<file path="config.mk">
export PLATFORM = sky130hd
export DESIGN_NAME = grad_unit
export DESIGN_NICKNAME = d
export VERILOG_FILES = /design/src/rtl/gu_pkg.sv /design/src/rtl/gu_pick.sv /design/src/rtl/gu_wb.sv /design/src/rtl/grad_unit.sv
export SDC_FILE = /design/constraint.sdc
export NUM_CORES = 2
export LEC_CHECK = 0
export BUFFER_PORTS_ARGS = -buffer_cell sky130_fd_sc_hd__buf_2
export CELL_PAD_IN_SITES_DETAIL_PLACEMENT = 1
export CELL_PAD_IN_SITES_GLOBAL_PLACEMENT = 1
export CORE_MARGIN = 2
export CORE_UTILIZATION = 35
export DETAILED_ROUTE_END_ITERATION = 8
export GPL_ROUTABILITY_DRIVEN = 1
export PLACE_DENSITY_LB_ADDON = 0.1
export SYNTH_ARGS = -nofsm -noshare
export SYNTH_HDL_FRONTEND = slang
export SYNTH_HIERARCHICAL = 1
export SYNTH_SLANG_ARGS = --single-unit
</file>
<file path="constraint.sdc">
create_clock -name clk -period 6.8 [get_ports clk]
set_input_delay 0 -clock clk [delete_from_list [all_inputs] [get_ports clk]]
set_output_delay 0 -clock clk [all_outputs]
set_load 0.01 [all_outputs]
</file>
<file path="src/rtl/gu_pkg.sv">
package gu_pkg;
    // Outcome of one graduation cycle.
    typedef enum logic [1:0] {
        GK_NONE  = 2'd0,
        GK_ONE   = 2'd1,
        GK_TWO   = 2'd2,
        GK_FLUSH = 2'd3
    } grad_kind_e;
endpackage

</file>
<file path="src/rtl/gu_pick.sv">
module gu_pick
    import gu_pkg::*;
#(
    parameter int PTR_W = 5
) (
    input  logic [PTR_W-1:0] cnt,
    input  logic             done0,
    input  logic             exc0,
    input  logic             done1,
    input  logic             exc1,
    output grad_kind_e       kind
);
    always_comb begin
        if (cnt == '0 || !done0) begin
            kind = GK_NONE;
        end else if (exc0) begin
            kind = GK_FLUSH;
        end else if (cnt >= PTR_W'(2) && done1 && !exc1) begin
            kind = GK_TWO;
        end else begin
            kind = GK_ONE;
        end
    end
endmodule

</file>
<file path="src/rtl/gu_wb.sv">
module gu_wb
    import gu_pkg::*;
#(
    parameter int RA_W   = 5,
    parameter int DATA_W = 32
) (
    input  grad_kind_e        kind,
    input  logic [RA_W-1:0]   dest0,
    input  logic [DATA_W-1:0] data0,
    input  logic [RA_W-1:0]   dest1,
    input  logic [DATA_W-1:0] data1,
    output logic              wr0_en,
    output logic [RA_W-1:0]   wr0_addr,
    output logic [DATA_W-1:0] wr0_data,
    output logic              wr1_en,
    output logic [RA_W-1:0]   wr1_addr,
    output logic [DATA_W-1:0] wr1_data
);
    always_comb begin
        wr1_en   = (kind == GK_TWO);
        // Older write dropped when the younger one targets the same register.
        wr0_en   = (kind == GK_ONE) || ((kind == GK_TWO) && (dest0 != dest1));
        wr0_addr = dest0;
        wr0_data = data0;
        wr1_addr = dest1;
        wr1_data = data1;
    end
endmodule

</file>
<file path="src/rtl/grad_unit.sv">
module grad_unit
    import gu_pkg::*;
#(
    parameter int DEPTH  = 16,   // power of two
    parameter int DATA_W = 32,
    parameter int RA_W   = 5,
    parameter int VEC_W  = 32,
    localparam int IDX_W = $clog2(DEPTH),
    localparam int PTR_W = IDX_W + 1
) (
    input  logic              clk,
    input  logic              rst_n,
    input  logic              alloc_valid,
    input  logic [RA_W-1:0]   alloc_dest,
    output logic              alloc_ready,
    output logic [IDX_W-1:0]  alloc_tag,
    input  logic              cmpl_valid,
    input  logic [IDX_W-1:0]  cmpl_tag,
    input  logic [DATA_W-1:0] cmpl_data,
    input  logic              cmpl_exc,
    input  logic [VEC_W-1:0]  exc_vector,
    output logic              wr0_en,
    output logic [RA_W-1:0]   wr0_addr,
    output logic [DATA_W-1:0] wr0_data,
    output logic              wr1_en,
    output logic [RA_W-1:0]   wr1_addr,
    output logic [DATA_W-1:0] wr1_data,
    output logic              redirect_valid,
    output logic [VEC_W-1:0]  redirect_addr
);
    typedef struct packed {
        logic              valid;
        logic              done;
        logic              exc;
        logic [RA_W-1:0]   dest;
        logic [DATA_W-1:0] data;
    } ent_t;

    typedef struct packed {
        ent_t [DEPTH-1:0] ent;
        logic [PTR_W-1:0] head;
        logic [PTR_W-1:0] tail;
    } state_t;

    state_t st_d, st_q;

    logic [IDX_W-1:0] idx0, idx1, tail_idx;
    logic [PTR_W-1:0] cnt;
    logic [PTR_W-1:0] head_ptr;
    logic             full;
    grad_kind_e       kind;

    assign idx0     = st_q.head[IDX_W-1:0];
    assign idx1     = idx0 + IDX_W'(1);
    assign tail_idx = st_q.tail[IDX_W-1:0];
    assign cnt      = st_q.tail - st_q.head;
    assign head_ptr = st_q.head;
    assign full     = (cnt == PTR_W'(DEPTH));

    gu_pick #(.PTR_W(PTR_W)) u_pick (
        .cnt   (cnt),
        .done0 (st_q.ent[idx0].done),
        .exc0  (st_q.ent[idx0].exc),
        .done1 (st_q.ent[idx1].done),
        .exc1  (st_q.ent[idx1].exc),
        .kind  (kind)
    );

    gu_wb #(.RA_W(RA_W), .DATA_W(DATA_W)) u_wb (
        .kind     (kind),
        .dest0    (st_q.ent[idx0].dest),
        .data0    (st_q.ent[idx0].data),
        .dest1    (st_q.ent[idx1].dest),
        .data1    (st_q.ent[idx1].data),
        .wr0_en   (wr0_en),
        .wr0_addr (wr0_addr),
        .wr0_data (wr0_data),
        .wr1_en   (wr1_en),
        .wr1_addr (wr1_addr),
        .wr1_data (wr1_data)
    );

    assign redirect_valid = (kind == GK_FLUSH);
    assign redirect_addr  = exc_vector;
    assign alloc_ready    = !full && (kind != GK_FLUSH);
    assign alloc_tag      = tail_idx;

    always_comb begin
        st_d = st_q;

        // Result return: only into live slots, never in a flush cycle.
        if (cmpl_valid && (kind != GK_FLUSH) && st_q.ent[cmpl_tag].valid) begin
            st_d.ent[cmpl_tag].done = 1'b1;
            st_d.ent[cmpl_tag].exc  = cmpl_exc;
            st_d.ent[cmpl_tag].data = cmpl_data;
        end

        // In-order retirement.
        unique case (kind)
            GK_ONE: begin
                st_d.ent[idx0].valid = 1'b0;
                st_d.ent[idx0].done  = 1'b0;
                st_d.head            = st_q.head + PTR_W'(1);
            end
            GK_TWO: begin
                st_d.ent[idx0].valid = 1'b0;
                st_d.ent[idx0].done  = 1'b0;
                st_d.ent[idx1].valid = 1'b0;
                st_d.ent[idx1].done  = 1'b0;
                st_d.head            = st_q.head + PTR_W'(2);
            end
            GK_FLUSH: begin
                for (int i = 0; i < DEPTH; i++) begin
                    st_d.ent[i].valid = 1'b0;
                    st_d.ent[i].done  = 1'b0;
                end
                st_d.tail = st_q.head;
            end
            default: ;
        endcase

        // Allocation into the tail slot.
        if (alloc_valid && alloc_ready) begin
            st_d.ent[tail_idx].valid = 1'b1;
            st_d.ent[tail_idx].done  = 1'b0;
            st_d.ent[tail_idx].exc   = 1'b0;
            st_d.ent[tail_idx].dest  = alloc_dest;
            st_d.ent[tail_idx].data  = '0;
            st_d.tail                = st_q.tail + PTR_W'(1);
        end
    end

    always_ff @(posedge clk) begin
        if (!rst_n) begin
            st_q <= '0;
        end else begin
            st_q <= st_d;
        end
    end
endmodule

</file>
==> impl_metrics.tcl <==
set metrics [dict create \
    grt_pass1_wl_mm 213 \
    fmax_ghz 0.174 \
    power_leakage_nw 12.3 \
    cap_viol_max_count 0 \
    htreeDepth 3 \
    cts_tree "yes" \
    antenna_found_initial 1 \
    row_count 115 \
    cts_buffers 81 \
    fin_crit_sh_pct 84.7 \
    coreArea_sq_um 98600 \
    worst_slack_ps 1040 \
    synthFlopType "dfxtp_1" \
    grt_pass1_vias 30300 \
    fin_setup_tns_ps 0 \
    critPathKind "reg2reg" \
    powerDensity_nw_per_um2 226 \
    dpl.hpwl_mm 90.1 \
    cp_cell_sequence "inv_1 > ha_4 > mux4_2 > mux4_2 > nor2b_1 > a311oi_2 > ha_1 > nand2b_1 > or3_1 > or2_2 > nand2_1 > a21oi_2" \
    synthCells 3663 \
    dieWidth_microns 319 \
    rsz0062_at_grt "false" \
    drt_iter0_markers 2505 \
    cts.reportedPaths.clkPinSlew_ps 60 \
    worst_slew_pin_slew_ps 1330 \
    clk_latency_ps 660 \
    startpoint_type "flip-flop" \
    routedWlPerCell_microns 30.0 \
    final-setup-viol-count 0 \
    max-slew-margin-rel_pct 11.0 \
    crit_top_cell "mux4_2" \
    ys_types 68 \
    path_max_fanout 33 \
    pin_count 192 \
    pre_cts_ws_ps 1120 \
    grt_max_degree 133 \
    cp.required_ps 7360 \
    clock_sinks 650 \
    die_h_microns 319 \
    syn_avg_cell_area_sq_um 9.51 \
    clock-root-buffer "clkbuf_16" \
    crit_arrival_ps 6320 \
    overflow 0 \
    critical-path-top-delay-family "simple AND/OR/NAND/NOR gates" \
    first_pass_iters 6 \
    power_w 0.00881 \
    initial_utilization_pct 35.3 \
    yosys_warnings 6 \
    drt-total-wl_mm 146 \
    ys_seq_area_share_pct 37.4 \
    synth_nets 3760 \
    area_delta_synth_final_pct 11.9 \
    outcome "finished clean" \
    slew_viol_final 0 \
    stdcell_count 4881 \
    clk_path_buf_depth 3 \
    end_kind "flip-flop" \
    ys_seq_elements 650 \
    max_stage_delay_ps 1100 \
    synth_edf_count 0 \
    drtAntennaViolNets 0 \
    slowest_stage "or2_2" \
    crit_buf_inv 1 \
    dp_cells 4695 \
    finClkSkew_ps 23.2 \
    die_area_sq_um 102000 \
    port_buffers 127 \
    nNetsFinal 3627 \
    nFillCells 11000 \
    finalHoldViolCount 0 \
    layout-drive-gt1-share_pct 26.5 \
    hold_path.class "in2out" \
    grt_usage_pct 28.3 \
    vias 29300 \
    drcViolationCount 0 \
    peakVddDrop_v 0.000161 \
    vias_per_cell 6.00 \
    gp_congestion 0.823 \
    async_reset_ff_share_pct 0 \
    finalCriticalPeriod_ps 5760 \
    mappedNetlistArea_sq_um 34800 \
]
==> worst paths after layout <==
path	startpoint	endpoint	slack (ps)	cells after the start
min reg2reg	st_q[249]	st_q[249]	450	1
max reg2reg	head_ptr[1]	st_q[199]	1040	12
min	exc_vector[19]	redirect_addr[19]	0.003	0
max	head_ptr[1]	st_q[199]	1040	12
==> flip-flops by register name, indices dropped and copies added, names as in the netlist <==
register / cells
st_q: 641
alloc_tag: 4
head_ptr: 5
==> logic make-up after synthesis <==
logic type / count (synthesis) / synth area share [%]
AO/OA/AOI/OAI: 732 / 13.2
XOR/XNOR: 18 / 0.604
adder cells (fa/ha/maj): 19 / 0.704
buffers and inverters: 499 / 7.25
flip-flops: 650 / 37.4
multiplexers: 395 / 25.5
AND/OR/NAND/NOR: 1350 / 15.3
==> layout make-up <==
| type | count | area (sq um) | area share [%] |
|---|---|---|---|
| repair buffers | 264 | 2040 | 5.23 |
| clock buffers | 123 | 2420 | 6.21 |
| multi-input cells | 2514 | 19500 | 50.0 |
| diodes | 1 | 2.50 | 0.00642 |
| clock inverters | 23 | 339 | 0.870 |
| well taps | 1287 | 1610 | 4.13 |
| inverters | 19 | 73.8 | 0.189 |
| flip-flops and latches | 650 | 13000 | 33.4 |
==> power by group <==
group	total, W	internal, W	switching, W
Clock	0.00455	0.00272	0.00182
Sequential	0.00383	0.00382	0.0000104
Combinational	0.000433	0.000103	0.000331
Total	0.00881	0.00664	0.00217
==> synth_stat cells, drive strengths merged, types with 3 or more instances <==
cell type | n | area, sq um
a21bo | 6 | 60.1
a21o | 3 | 22.5
a21oi | 595 | 3450
a22oi | 3 | 22.5
a31oi | 3 | 18.8
and3 | 3 | 18.8
buf | 268 | 1660
clkbuf | 212 | 796
dfxtp | 650 | 13000
ha | 18 | 225
inv | 19 | 71.3
mux4 | 394 | 8870
nand2 | 1148 | 4340
nand2b | 7 | 43.8
nand3 | 62 | 310
nand4 | 5 | 31.3
nor2 | 82 | 308
nor2b | 7 | 43.8
nor3 | 4 | 20.0
o211a | 8 | 80.1
o211ai | 5 | 37.5
o21ai | 75 | 379
o311ai | 12 | 268
o31ai | 10 | 158
or2 | 23 | 144
xnor2 | 8 | 77.6
xor2 | 10 | 133
==> cell usage in the layout (no fill, tap or decap), drive strengths merged, types with 20 or more instances in the layout <==
cell,count
nand3,62
inv,20
nor2,82
dfxtp,650
a21oi,595
dlygate4sd3,39
or2,23
nand2,1148
mux4,394
o21ai,75
buf,225
clkbuf,123
==> layer usage <==
metal	global-route usage, %	routed length [microns]	vias to the layer above	share of wire [%]
met5	0	0	-	0
met4	10.6	5870	0	4.0
met3	4.68	9250	319	6.3
met2	48.1	71500	1157	49
met1	36.0	59700	15300	41
li1	-	-	12500	-
==> worst reg2reg max path, stage by stage (launching register included) <==
cell and delay (ps):
dfxtp_4 680, inv_1 250, ha_4 620, mux4_2 580, mux4_2 460, nor2b_1 170, a311oi_2 480, ha_1 280
nand2b_1 240, or3_1 430, or2_2 1100, nand2_1 210, a21oi_2 180
==> repair_timing <==
item | CTS | global route
setup buffers | 0 | 0
resized for setup | 0 | 0
setup endpoints to repair | 0 | 0
hold endpoints to repair | 620 | 0
hold buffers | 39 | 0
==> through the flow <==
step	hold slack, ps	area (sq um)	util (%)
after floorplan	91.8	34800	-
after global placement	0.0686	35800	36.3
after detailed placement	0.0686	35800	36.3
after CTS	0.0686	39000	39.5
after global routing	0.0193	39000	39.5
final	0.00281	39000	39.5
Note: power is estimated with default switching activity, not from simulation.
